===== src/rtl/isag_pkg.sv =====
package isag_pkg;

    // Walk phase of the generator
    typedef enum logic [0:0] {
        PH_IDLE   = 1'b0,
        PH_STREAM = 1'b1
    } phase_e;

endpackage


===== src/rtl/isag_beat_fmt.sv =====
// Turns the remaining element count of the current row into lane enables
// and the end-of-row flag.
module isag_beat_fmt #(
    parameter int VW = 4,
    parameter int LW = 12
) (
    input  logic [LW-1:0] rem_i,
    output logic [VW-1:0] mask_o,
    output logic          row_last_o
);
    localparam logic [LW-1:0] VW_L = LW'(VW);

    for (genvar k = 0; k < VW; k++) begin : g_lane
        assign mask_o[k] = (rem_i > LW'(k));
    end

    assign row_last_o = (rem_i <= VW_L);

endmodule


===== src/rtl/isag_row_step.sv =====
// Computes the length and start address of the next row, and whether the
// current row is the last one holding any elements.
module isag_row_step #(
    parameter int AW = 16,
    parameter int LW = 12
) (
    input  logic [LW-1:0] row_len_i,
    input  logic [LW-1:0] dec_i,
    input  logic [LW-1:0] row_idx_i,
    input  logic [LW-1:0] rows_i,
    input  logic [AW-1:0] row_addr_i,
    input  logic [AW-1:0] step_i,
    output logic [LW-1:0] next_len_o,
    output logic [AW-1:0] next_addr_o,
    output logic          final_row_o
);
    logic [LW:0] idx_plus;
    logic        next_empty;
    logic        out_of_rows;

    assign idx_plus    = {1'b0, row_idx_i} + {{LW{1'b0}}, 1'b1};
    assign out_of_rows = (idx_plus >= {1'b0, rows_i});
    // Lengths never grow, so an empty next row ends the walk for good
    assign next_empty  = (dec_i >= row_len_i);
    assign next_len_o  = row_len_i - dec_i;
    assign next_addr_o = row_addr_i + step_i;
    assign final_row_o = out_of_rows || next_empty;

endmodule


===== src/rtl/isag_top.sv =====
module isag_top #(
    parameter int AW = 16,
    parameter int LW = 12,
    parameter int VW = 4
) (
    input  logic          clk,
    input  logic          rst_n,
    input  logic          start_i,
    input  logic [AW-1:0] cfg_base_i,
    input  logic [LW-1:0] cfg_rows_i,
    input  logic [LW-1:0] cfg_len_i,
    input  logic [LW-1:0] cfg_dec_i,
    input  logic [AW-1:0] cfg_stride_i,
    input  logic [AW-1:0] cfg_diag_i,
    output logic          beat_valid_o,
    input  logic          beat_ready_i,
    output logic [AW-1:0] beat_addr_o,
    output logic [VW-1:0] beat_mask_o,
    output logic          beat_row_last_o,
    output logic          beat_strm_last_o,
    output logic          done_o
);
    import isag_pkg::*;

    localparam logic [AW-1:0] BEAT_STEP = AW'(VW);
    localparam logic [LW-1:0] BEAT_ELEMS = LW'(VW);

    typedef struct packed {
        phase_e        phase;
        logic          done;
        logic [AW-1:0] beat_addr;
        logic [AW-1:0] row_addr;
        logic [AW-1:0] step;
        logic [LW-1:0] rem;
        logic [LW-1:0] row_len;
        logic [LW-1:0] row_idx;
        logic [LW-1:0] rows;
        logic [LW-1:0] dec;
    } walk_t;

    walk_t s_q, s_d;

    logic [VW-1:0] mask_w;
    logic          row_last_w;
    logic [LW-1:0] next_len_w;
    logic [AW-1:0] next_addr_w;
    logic          final_row_w;
    logic          fire_w;
    logic          empty_cfg_w;

    isag_beat_fmt #(.VW(VW), .LW(LW)) u_fmt (
        .rem_i      (s_q.rem),
        .mask_o     (mask_w),
        .row_last_o (row_last_w)
    );

    isag_row_step #(.AW(AW), .LW(LW)) u_step (
        .row_len_i   (s_q.row_len),
        .dec_i       (s_q.dec),
        .row_idx_i   (s_q.row_idx),
        .rows_i      (s_q.rows),
        .row_addr_i  (s_q.row_addr),
        .step_i      (s_q.step),
        .next_len_o  (next_len_w),
        .next_addr_o (next_addr_w),
        .final_row_o (final_row_w)
    );

    assign fire_w      = (s_q.phase == PH_STREAM) && beat_ready_i;
    assign empty_cfg_w = (cfg_rows_i == '0) || (cfg_len_i == '0);

    always_comb begin
        s_d      = s_q;
        s_d.done = 1'b0;
        if (s_q.phase == PH_IDLE) begin
            if (start_i) begin
                s_d.beat_addr = cfg_base_i;
                s_d.row_addr  = cfg_base_i;
                s_d.step      = cfg_stride_i + cfg_diag_i;
                s_d.rem       = cfg_len_i;
                s_d.row_len   = cfg_len_i;
                s_d.row_idx   = '0;
                s_d.rows      = cfg_rows_i;
                s_d.dec       = cfg_dec_i;
                if (empty_cfg_w) begin
                    s_d.done = 1'b1;
                end else begin
                    s_d.phase = PH_STREAM;
                end
            end
        end else if (fire_w) begin
            if (!row_last_w) begin
                s_d.beat_addr = s_q.beat_addr + BEAT_STEP;
                s_d.rem       = s_q.rem - BEAT_ELEMS;
            end else if (final_row_w) begin
                s_d.phase = PH_IDLE;
                s_d.done  = 1'b1;
            end else begin
                s_d.row_idx   = s_q.row_idx + 1'b1;
                s_d.row_len   = next_len_w;
                s_d.rem       = next_len_w;
                s_d.row_addr  = next_addr_w;
                s_d.beat_addr = next_addr_w;
            end
        end
    end

    always_ff @(posedge clk) begin
        if (!rst_n) begin
            s_q       <= '0;
            s_q.phase <= PH_IDLE;
        end else begin
            s_q <= s_d;
        end
    end

    assign beat_valid_o     = (s_q.phase == PH_STREAM);
    assign beat_addr_o      = s_q.beat_addr;
    assign beat_mask_o      = mask_w;
    assign beat_row_last_o  = row_last_w;
    assign beat_strm_last_o = row_last_w && final_row_w;
    assign done_o           = s_q.done;

    // an offered beat that is not taken stays put
    p_hold_beat_r7: assert property (@(posedge clk) disable iff (!rst_n)
        beat_valid_o && !beat_ready_i |=> beat_valid_o && $stable(beat_addr_o)
            && $stable(beat_mask_o) && $stable(beat_row_last_o)
            && $stable(beat_strm_last_o));

    // done follows the accepted final beat
    p_done_after_last_r8: assert property (@(posedge clk) disable iff (!rst_n)
        beat_valid_o && beat_ready_i && beat_strm_last_o |=> done_o && !beat_valid_o);

    // done lasts a single cycle
    p_done_pulse_r8: assert property (@(posedge clk) disable iff (!rst_n)
        done_o |=> !done_o);

    // lane 0 is always live, and inner beats use every lane
    p_mask_full_r4: assert property (@(posedge clk) disable iff (!rst_n)
        beat_valid_o |-> beat_mask_o[0] && (beat_row_last_o || (&beat_mask_o)));

    // the stream's last beat also closes its row
    p_strm_row_r5: assert property (@(posedge clk) disable iff (!rst_n)
        beat_valid_o && beat_strm_last_o |-> beat_row_last_o);

    // a start while streaming leaves the address alone when stalled
    p_start_ignored_r9: assert property (@(posedge clk) disable iff (!rst_n)
        beat_valid_o && !beat_ready_i && start_i |=> $stable(beat_addr_o));

endmodule


===== config.mk =====
export PLATFORM = sky130hd
export DESIGN_NAME = isag_top
export DESIGN_NICKNAME = d
export VERILOG_FILES = /design/src/rtl/isag_pkg.sv /design/src/rtl/isag_beat_fmt.sv /design/src/rtl/isag_row_step.sv /design/src/rtl/isag_top.sv
export SDC_FILE = /design/constraint.sdc
export NUM_CORES = 1
export LEC_CHECK = 0
export BUFFER_PORTS_ARGS = -buffer_cell sky130_fd_sc_hd__buf_4
export CORE_ASPECT_RATIO = 0.75
export CORE_MARGIN = 5
export CORE_UTILIZATION = 60
export CTS_BUF_LIST = sky130_fd_sc_hd__clkbuf_8
export DETAILED_ROUTE_END_ITERATION = 10
export HOLD_SLACK_MARGIN = 0.06
export PLACE_DENSITY = 0.81
export SYNTH_ARGS = -nofsm -noshare
export SYNTH_HDL_FRONTEND = slang
export SYNTH_SLANG_ARGS = --single-unit
export TNS_END_PERCENT = 50

===== constraint.sdc =====
create_clock -name clk -period 3.95 [get_ports clk]
set_input_delay 0.1975 -clock clk [delete_from_list [all_inputs] [get_ports clk]]
set_output_delay 0.1975 -clock clk [all_outputs]
set_load 0.01 [all_outputs]

==> results.sh, run 1 <==
export IMPL_seq_area_frac_synth_pct=28.7
export IMPL_netlist_top_cells_count="nand2_1, dfxtp_1, a21oi_1"
export IMPL_synth_area_um2=7670
export IMPL_post_route_cells_drive_above_1_share_pct=16.1
export IMPL_syn_num_nets=1139
export IMPL_ant_nets=0
export IMPL_max_clock_freq_ghz=0.274
export IMPL_area_growth_pct=16.9
export IMPL_synth_ff_type="dfxtp_1"
export IMPL_critPathMostFrequentCell="a21o_1"
export IMPL_preCtsSetupSlack_ns=0.174
export IMPL_worst_pin_slew_ns=1.08
export IMPL_final_setup_tns_ns=0
export IMPL_wire_length_of_the_first_global_routing_pass_mm=35.0
export IMPL_synthesis_instances=990
export IMPL_finalWorstSetupSlack_ns=0.294
export IMPL_fin_area_um2=8970
export IMPL_drt_first_pass_iters=5
export IMPL_first_global_vias=7009
export IMPL_htreeDepth=3
export IMPL_cell_with_the_largest_stage_delay_on_the_worst_path="dfxtp_1"
export IMPL_setup_violations=0
export IMPL_synthTopCellsByArea="dfxtp_1, ha_1, a21oi_1"
export IMPL_total_clock_buffers_created_by_cts=9
export IMPL_timing_max_transition_violations_final=0
export IMPL_routed_wire_length_per_instance_um=17.2
export IMPL_net_switching_power_of_the_design_mw=1.21
export IMPL_dr_first_iter_drc_count=709
export IMPL_worst_setup_hold_path_clk_slew_ns=0.11
export IMPL_hold_viol=0
export IMPL_row_count=35
export IMPL_fin_hold_ws_ns=0.0817
export IMPL_timing_hold_worst_class="in -> reg"
export IMPL_die_area_um2=15200
export IMPL_timing_critical_path_to_type="flop"
export IMPL_start_util_pct=61.9
export IMPL_grt_overflow_total=0
export IMPL_insertedDiodeCount=0
export IMPL_leakage_power_total_nw=3.88
export IMPL_synth_seq_cells=110
export IMPL_worstPathArrival_ns=3.94
export IMPL_drt_total_wl_mm=21.6
export IMPL_pin_count=112
export IMPL_detailed_place_area_um2=8510
export IMPL_number_of_antenna_violations_at_the_first_check_in_global_routing=0
export IMPL_synth_edf_count=0
export IMPL_core_outline_area_um2=12400
export IMPL_syn_mean_instance_area_um2=7.75
export IMPL_power_switching_fraction_pct=37.2
export IMPL_routed_via_count=7582
export IMPL_synthDistinctLibCells=73
export IMPL_clock_tree_root_cell="clkbuf_8"
export IMPL_power_clock_fraction_pct=22.4
export IMPL_crit_type="reg -> reg"
export IMPL_worst_setup_path_start_kind="flop"
export IMPL_max_stage_delay_ns=0.53
export IMPL_cp_cell_sequence="nand3_1 -> nor2_1 -> nand4_1 -> xnor2_1 -> ha_1 -> a21o_1 -> a21oi_1 -> o211ai_1 -> a21o_1 -> o31ai_4 -> buf_4 -> nand2_1 -> o221a_1"
export IMPL_post_route_drc_count=0
export IMPL_place_congestion=0.985
export IMPL_place_port_buffers=111
export IMPL_number_of_vias_per_cell_after_detailed_routing=6.04
export IMPL_min_period_over_period_pct=92.6
export IMPL_die_height_um=108
export IMPL_result_of_the_run="finished, final reports clean"
export IMPL_post_dp_hpwl_mm=15.5
export IMPL_worst_skew_pair_late_latency_ns=0.39
export IMPL_largest_net_degree_at_the_start_of_global_routing=55
export IMPL_yosys_area_top_type_share_pct=28.7
export IMPL_timing_max_slew_rel_slack_pct=26.4
export IMPL_grt_util_all_layers_pct=28.1
export IMPL_synth_async_reset_ratio_pct=0
export IMPL_cts_root_to_sink_buffers=2
export IMPL_power_internal_mw=2.04
export IMPL_power_density_cell_area_nw_per_um2=362
export IMPL_timing_clock_skew_ns=0.0169
export IMPL_period_minus_ws_final_ns=3.66
export IMPL_share_seq_of_total_power_pct=40.1
export IMPL_clock_sinks=110
export IMPL_grt_util_met1_pct=41.8
export IMPL_use_met2_pct=41.8
export IMPL_max_cap_check_violation_count=0
export IMPL_nets=1234
export IMPL_grt_setup_unrepaired="false"
export IMPL_worstPathMaxFanout=33
export IMPL_max_vdd_drop_v=0.000181
export IMPL_cts_tree="yes"
export IMPL_yosys_cell_count_top_type="nand2_1"
export IMPL_grt_busiest_layer="met1"
export IMPL_met3_usage_pct=5.33
export IMPL_power_combinational_fraction_pct=37.5
export IMPL_critPathRequiredTime_ns=4.24
export IMPL_synth_yosys_warnings=0
export IMPL_die_w_um=141
export IMPL_post_synthesis_cell_type_with_the_largest_combined_area="dfxtp_1"
worst max-delay path: cells and delay by family, from the launching register on:
| kind | cells | cell delay (ns) |
|---|---|---|
| flip-flops | 1 | 0.53 |
| buffers and inverters | 1 | 0.46 |
| adder cells (fa/ha/maj) | 1 | 0.19 |
| AND/OR/NAND/NOR | 4 | 0.71 |
| XOR/XNOR | 1 | 0.18 |
| AO/OA/AOI/OAI | 6 | 1.48 |
final timing paths:
kind	startpoint	slack, ns	to	cells after the start
setup / recovery	s_q[26]	0.29	s_q[47]	13
hold / removal	cfg_rows_i[2]	0.08	s_q[14]	3
setup reg to reg	s_q[26]	0.29	s_q[47]	13
hold reg to reg	s_q[6]	0.46	s_q[6]	2
cells by family after synthesis:
logic type / Yosys count / share of synthesized area [%]
AND/OR/NAND/NOR: 323 / 19.4
AO/OA/AOI/OAI: 321 / 27.8
buffers and inverters: 114 / 6.67
flip-flops: 110 / 28.7
adder cells (fa/ha/maj): 61 / 10.2
XOR/XNOR: 52 / 5.94
multiplexers: 9 / 1.19
timing repair:
action | CTS | global route
hold buffers | 23 | 0
endpoints found under the setup margin | 0 | 8
hold endpoints to repair | 23 | 0
gates resized for setup | 0 | 0
buffers inserted | 0 | 0
per-layer routing:
metal / part of all wire (%) / up-vias
li1: - / 3764
met1: 48 / 3434
met2: 40 / 347
met3: 9.7 / 37
met4: 1.8 / 0
met5: 0 / -
sequential cells by signal, summed over array words and instances, names as in the netlist:
register	cells
s_q	92
beat_addr_o	16
done_o	1
beat_valid_o	1
power by group through the flow:
| stage | Sequential, mW | Combinational, mW | Clock, mW |
|---|---|---|---|
| finish | 1.30 | 1.22 | 0.727 |
| global route | 1.32 | 1.33 | 0.788 |
| CTS | 1.30 | 1.18 | 0.740 |
| detailed placement | 1.33 | 1.16 | 0 |
| global placement | 1.32 | 1.14 | 0 |
| floorplan | 1.30 | 0.843 | 0 |
stage by stage:
step                      cells  total power [mW]  util (%)
final                      1256              3.25      72.4
after global routing       1256              3.44      72.4
after CTS                  1255              3.22      72.2
after detailed placement   1216              2.48      68.7
after global placement     1216              2.46      68.7
after floorplan             990              2.14         -
cells in the final DEF, fill, tap and decap left out, drive strengths merged, types with 23 or more instances in the layout:
cell type	synthesis	layout
nor2	82	82
nand2	128	128
inv	45	48
dlygate4sd3	0	23
xnor2	31	31
a21oi	103	103
o21ai	59	59
dfxtp	110	110
ha	58	58
nand3	25	25
buf	34	129
area by class of cell:
| type | instances | area [um^2] |
|---|---|---|
| Tap cell | 166 | 208 |
| Clock inverter | 6 | 68.8 |
| Inverter | 45 | 169 |
| Timing Repair Buffer | 152 | 1200 |
| Sequential cell | 110 | 2200 |
| Clock buffer | 10 | 138 |
| Fill cell | 1038 | 3430 |
| Multi-Input combinational cell | 767 | 4980 |
Note: power is estimated with default switching activity, not from simulation.
==> inputs of run 2 (changes only) <==
Settings changed: PLACE_DENSITY 0.81 to 0.8.
==> run 2 against run 1 <==
Clock-buffer cell count is the same; first-iteration DRC count grew 2.4%; total power shrank 0.87%; combinational power is essentially flat; worst hold slack lost 0.015 ns; clock power shrank 2%; core utilization shrank 0.34 points; cell area shrank 0.47%; largest cell class unchanged; largest power group unchanged; highest routed layer unchanged.
==> results.sh, run 2 (same netlist as run 1, synthesis figures left out) <==
export IMPL_result_of_the_run="finished, final reports clean"
export IMPL_fin_area_um2=8920
export IMPL_power_density_cell_area_nw_per_um2=361
export IMPL_leakage_power_total_nw=3.86
export IMPL_worstPathMaxFanout=24
export IMPL_max_vdd_drop_v=0.000212
export IMPL_post_layout_total_power_mw=3.22
export IMPL_min_period_over_period_pct=92.7
export IMPL_clock_sinks=110
export IMPL_placed_cells=1213
export IMPL_number_of_cells_traversed_by_the_worst_hold_path=3
export IMPL_post_route_cells_drive_above_1_share_pct=16.3
export IMPL_timing_max_transition_violations_final=0
export IMPL_post_dp_hpwl_mm=15.7
export IMPL_wire_length_of_the_first_global_routing_pass_mm=35.8
export IMPL_layout_commonest_cell="nand2_1"
export IMPL_place_port_buffers=111
export IMPL_clock_tree_root_cell="clkbuf_8"
export IMPL_die_w_um=141
export IMPL_period_minus_ws_final_ns=3.66
export IMPL_finalWorstSetupSlack_ns=0.288
export IMPL_worst_pin_slew_ns=1.16
export IMPL_timing_max_slew_rel_slack_pct=22.7
export IMPL_largest_net_degree_at_the_start_of_global_routing=48
export IMPL_setup_violations=0
export IMPL_die_area_um2=15200
export IMPL_max_clock_freq_ghz=0.273
export IMPL_htreeDepth=3
export IMPL_worst_setup_path_start_kind="flop"
export IMPL_worstRegToRegCells=12
export IMPL_drt_first_pass_iters=6
export IMPL_pin_count=112
export IMPL_largest_reg_flops=92
export IMPL_hold_viol=0
export IMPL_regMostFlops="s_q"
export IMPL_row_count=35
export IMPL_cts_root_to_sink_buffers=2
export IMPL_insertedDiodeCount=0
export IMPL_grt_setup_unrepaired="false"
export IMPL_crit_type="reg -> reg"
export IMPL_routed_wire_length_per_instance_um=17.3
export IMPL_total_clock_buffers_created_by_cts=9
export IMPL_grt_util_all_layers_pct=28.6
export IMPL_first_global_vias=7127
export IMPL_final_standard_cell_count_with_taps_included_and_fillers_excluded=1250
export IMPL_dr_first_iter_drc_count=726
export IMPL_ant_nets=0
export IMPL_final_setup_tns_ns=0
export IMPL_timing_critical_path_to_type="flop"
export IMPL_routed_via_count=7596
export IMPL_place_congestion=0.954
export IMPL_fin_hold_ws_ns=0.0664
export IMPL_timing_clock_skew_ns=0.0112
export IMPL_post_cts_setup_buffers=0
export IMPL_max_cap_check_violation_count=0
export IMPL_number_of_vias_per_cell_after_detailed_routing=6.08
export IMPL_preCtsSetupSlack_ns=0.243
export IMPL_final_cell_mix="nand2_1, buf_4, dfxtp_1, a21oi_1, nor2_1"
export IMPL_final_layout_fill_cell_count=1053
export IMPL_worstPathArrival_ns=3.92
export IMPL_worst_skew_pair_late_latency_ns=0.39
export IMPL_area_growth_pct=16.3
export IMPL_die_height_um=108
export IMPL_regToRegSetupSlack_ns=0.29
export IMPL_post_route_drc_count=0
export IMPL_grt_overflow_total=0
export IMPL_start_util_pct=61.9
export IMPL_worst_setup_hold_path_clk_slew_ns=0.11
export IMPL_detailed_place_area_um2=8500
export IMPL_critPathRequiredTime_ns=4.21
export IMPL_drt_total_wl_mm=21.7
export IMPL_timing_hold_worst_class="in -> reg"
export IMPL_nets=1228
export IMPL_cts_tree="yes"
export IMPL_number_of_antenna_violations_at_the_first_check_in_global_routing=0
export IMPL_core_outline_area_um2=12400
export IMPL_postLayoutCoreUtil_pct=72.0
==> run 2: cell types whose count changed in the layout (fill, tap and decap cells not counted), sizes merged <==
| cell | before | now |
|---|---|---|
| buf | 129 | 126 |
| dlygate4sd3 | 23 | 21 |
| clkinv | 2 | 3 |
| inv | 48 | 47 |
| o311ai | 2 | 1 |
==> run 2: repair_timing <==
item | 4_1_cts | 5_1_grt
gates resized for setup | 0 | 7
hold buffers | 21 | 0
endpoints found under the hold margin | 21 | 0
endpoints found under the setup margin | 0 | 25
==> run 2: layout make-up <==
| type | instances | area [um^2] | area share (%) |
|---|---|---|---|
| tap | 166 | 208 | 2.33 |
| timing repair buffer | 147 | 1170 | 13.1 |
| sequential | 110 | 2210 | 24.8 |
| clock inverter | 6 | 61.3 | 0.687 |
| inverter | 45 | 169 | 1.89 |
| multi-input combinational | 766 | 4970 | 55.7 |
| clock buffer | 10 | 138 | 1.54 |
==> run 2: critical path, stage by stage, from the launching register on <==
cell and delay [ns]:
dfxtp_1 0.40, nand4_1 0.13, or2_2 0.31, nor3_1 0.22, xor2_1 0.28, ha_1 0.30
a21oi_1 0.16, o211ai_1 0.12, a21o_1 0.26, o311ai_4 0.87, buf_12 0.24, mux2i_1 0.19
nor2_1 0.05
==> run 2: report_power, final <==
part	internal (mW)	total [mW]	switching [mW]
Clock	0.310	0.713	0.403
Sequential	1.21	1.30	0.0932
Combinational	0.515	1.20	0.690
==> run 2: worst paths after layout <==
| path | startpoint | end |
|---|---|---|
| worst max register to register | s_q[32] | beat_addr_o[2] |
| worst min register to register | s_q[15] | s_q[15] |
| worst min-delay path | cfg_rows_i[6] | s_q[18] |
| worst max-delay path | s_q[32] | beat_addr_o[2] |
==> run 2: routing by layer <==
metal,track usage (%),vias to the layer above,share of wire [%]
li1,-,3735,-
met1,41.7,3527,47
met2,43.8,305,42
met3,5.24,29,9.0
met4,7.05,0,1.6
met5,0,-,0
==> inputs of run 3 (changes only) <==
Settings changed: SYNTH_HIERARCHICAL set to 1.
==> run 3 against run 2 <==
Non-clock buffer count is 14 lower; register-to-register slack hardly changed; sequential share of layout area is 0.35 points higher; largest cell class unchanged; setup slack worse by 0.0066 ns; clock-buffer cell count is 1 lower; largest power group unchanged.
==> results.sh, run 3 <==
export IMPL_synth_ff_type="dfxtp_1"
export IMPL_result_of_the_run="finished, final reports clean"
export IMPL_min_period_over_period_pct=92.9
export IMPL_finalWorstSetupSlack_ns=0.282
export IMPL_htreeDepth=3
export IMPL_grt_util_met1_pct=33.2
export IMPL_insertedDiodeCount=0
export IMPL_nets=1195
export IMPL_row_count=35
export IMPL_cts_root_to_sink_buffers=2
export IMPL_grt_setup_unrepaired="true"
export IMPL_start_util_pct=61.8
export IMPL_post_route_cells_drive_above_1_share_pct=16.9
export IMPL_regToRegSetupSlack_ns=0.28
export IMPL_largest_net_degree_at_the_start_of_global_routing=74
export IMPL_placed_cells=1192
export IMPL_clock_sinks=110
export IMPL_syn_num_nets=1114
export IMPL_worstPathMaxFanout=29
export IMPL_timing_clock_skew_ns=0.0131
export IMPL_number_of_cells_traversed_by_the_worst_hold_path=3
export IMPL_area_growth_pct=14.4
export IMPL_use_met2_pct=43.5
export IMPL_grt_util_all_layers_pct=25.3
export IMPL_synth_edf_count=0
export IMPL_synthTopCellsByArea="dfxtp_1, ha_1, nand2_1"
export IMPL_regMostFlops="s_q"
export IMPL_setup_violations=0
export IMPL_worst_skew_pair_late_latency_ns=0.38
export IMPL_syn_mean_instance_area_um2=7.97
export IMPL_place_congestion=0.858
export IMPL_regToRegStartpoint="s_q[24]"
export IMPL_drt_first_pass_iters=5
export IMPL_worstPathArrival_ns=3.95
export IMPL_first_global_vias=6823
export IMPL_die_area_um2=15200
export IMPL_timing_max_slew_rel_slack_pct=47.4
export IMPL_cts_tree="yes"
export IMPL_largest_reg_flops=92
export IMPL_grt_overflow_total=0
export IMPL_hold_viol=0
export IMPL_dr_first_iter_drc_count=517
export IMPL_postLayoutCoreUtil_pct=70.7
export IMPL_timing_hold_worst_endpoint="s_q[11]"
export IMPL_core_outline_area_um2=12400
export IMPL_min_delay_start="cfg_dec_i[11]"
export IMPL_layout_commonest_cell="nand2_1"
export IMPL_period_minus_ws_final_ns=3.67
export IMPL_leakage_power_total_nw=3.61
export IMPL_timing_critical_path_to_type="flop"
export IMPL_power_density_cell_area_nw_per_um2=359
export IMPL_wire_length_of_the_first_global_routing_pass_mm=32.0
export IMPL_worstRegToRegCells=18
export IMPL_synth_area_um2=7690
export IMPL_met3_usage_pct=4.29
export IMPL_synth_yosys_warnings=6
export IMPL_place_port_buffers=111
export IMPL_synthesis_instances=965
export IMPL_final_standard_cell_count_with_taps_included_and_fillers_excluded=1217
export IMPL_ant_nets=0
export IMPL_worst_pin_slew_ns=0.788
export IMPL_synth_seq_cells=110
export IMPL_worst_setup_hold_path_clk_slew_ns=0.11
export IMPL_fin_area_um2=8790
export IMPL_critical_path_reg2reg_endpoint="beat_addr_o[15]"
export IMPL_timing_hold_worst_class="in -> reg"
export IMPL_final_cell_mix="nand2_1, buf_4, dfxtp_1, nor2_1, o21ai_0"
export IMPL_die_w_um=141
export IMPL_max_clock_freq_ghz=0.273
export IMPL_post_synthesis_cell_type_with_the_largest_combined_area="dfxtp_1"
export IMPL_grt_busiest_layer="met2"
export IMPL_detailed_place_area_um2=8470
export IMPL_routed_via_count=7198
export IMPL_drt_total_wl_mm=19.4
export IMPL_critPathRequiredTime_ns=4.23
export IMPL_netlist_top_cells_count="nand2_1, dfxtp_1, nor2_1"
export IMPL_number_of_antenna_violations_at_the_first_check_in_global_routing=0
export IMPL_post_dp_hpwl_mm=14.5
export IMPL_post_layout_total_power_mw=3.16
export IMPL_routed_wire_length_per_instance_um=16.0
export IMPL_post_route_drc_count=0
export IMPL_max_cap_check_violation_count=0
export IMPL_yosys_cell_count_top_type="nand2_1"
export IMPL_preCtsSetupSlack_ns=0.153
export IMPL_total_clock_buffers_created_by_cts=9
export IMPL_pin_count=112
export IMPL_clock_tree_root_cell="clkbuf_8"
export IMPL_synth_async_reset_ratio_pct=0
export IMPL_worst_setup_path_start_kind="flop"
export IMPL_synthDistinctLibCells=76
export IMPL_max_vdd_drop_v=0.000247
export IMPL_timing_max_transition_violations_final=0
export IMPL_seq_area_frac_synth_pct=28.6
export IMPL_yosys_area_top_type_share_pct=28.6
export IMPL_crit_type="reg -> reg"
export IMPL_number_of_vias_per_cell_after_detailed_routing=5.91
export IMPL_die_height_um=108
run 3: through the flow:
| step | hold WS [ns] | setup TNS (ns) |
|---|---|---|
| finish | 0.0732 | 0 |
| global route | 0.0717 | -0.0339 |
| CTS | 0.0633 | 0 |
| detailed placement | 0.453 | 0 |
| global placement | 0.443 | 0 |
| floorplan | 0.333 | 0 |
run 3: layer usage:
| metal | wire (um) | vias to the layer above | part of all wire (%) |
|---|---|---|---|
| met5 | 0 | - | 0 |
| met3 | 814 | 32 | 4.2 |
| met1 | 8840 | 3394 | 45 |
| li1 | - | 3607 | - |
| met2 | 9470 | 165 | 49 |
| met4 | 312 | 0 | 1.6 |
run 3: worst max-delay path, stage by stage, from the launching register on:
cell	delay, ns
dfxtp_4	0.40
ha_1	0.18
and3_1	0.20
nand3_1	0.16
nor2_4	0.17
nand3_1	0.11
xnor2_1	0.15
ha_1	0.29
a21o_1	0.16
a21oi_1	0.15
o41ai_1	0.09
a31oi_1	0.16
o211ai_1	0.19
and4b_2	0.40
nor2_2	0.06
buf_6	0.21
a221o_1	0.31
o211ai_1	0.12
a21oi_1	0.06
run 3: cells by family after synthesis:
kind of cell             Yosys count  share of synthesized area (%)
AO/OA/AOI/OAI                    275                           24.5
multiplexers                       4                          0.521
XOR/XNOR                          65                           7.40
flip-flops                       110                           28.6
adder cells (fa/ha/maj)           61                           10.2
AND/OR/NAND/NOR                  344                           21.9
buffers and inverters            106                           6.82
run 3: where the power goes:
part / switching (mW) / leakage (nW) / internal [mW]
Combinational: 0.645 / 2.61 / 0.518
Sequential: 0.0882 / 0.906 / 1.20
Clock: 0.410 / 0.0914 / 0.294
Total: 1.14 / 3.61 / 2.02
run 3: cell type report:
type,instances,area [um^2]
multi-input cells,749,4990
fillers,1062,3640
flip-flops and latches,110,2210
repair buffers,133,1030
well taps,166,208
inverters,43,161
clock buffers,9,124
clock inverters,7,75.1
run 3: what timing repair did:
action	in CTS	in global routing
gates resized for setup	0	13
setup buffers	0	2
endpoints found under the setup margin	0	66
endpoints found under the hold margin	7	0
hold buffers	7	0
run 3: worst max-delay path by stage:
stage | from | to | slack, ns
6_report | s_q[24] | beat_addr_o[15] | 0.28
5_1_grt | s_q[24] | s_q[33] | -0.03
4_1_cts | s_q[24] | s_q[33] | 0.08
3_5_place_dp | s_q[24] | s_q[33] | 0.15
3_3_place_gp | s_q[24] | s_q[33] | 0.30
2_1_floorplan | s_q[24] | s_q[30] | 0.59
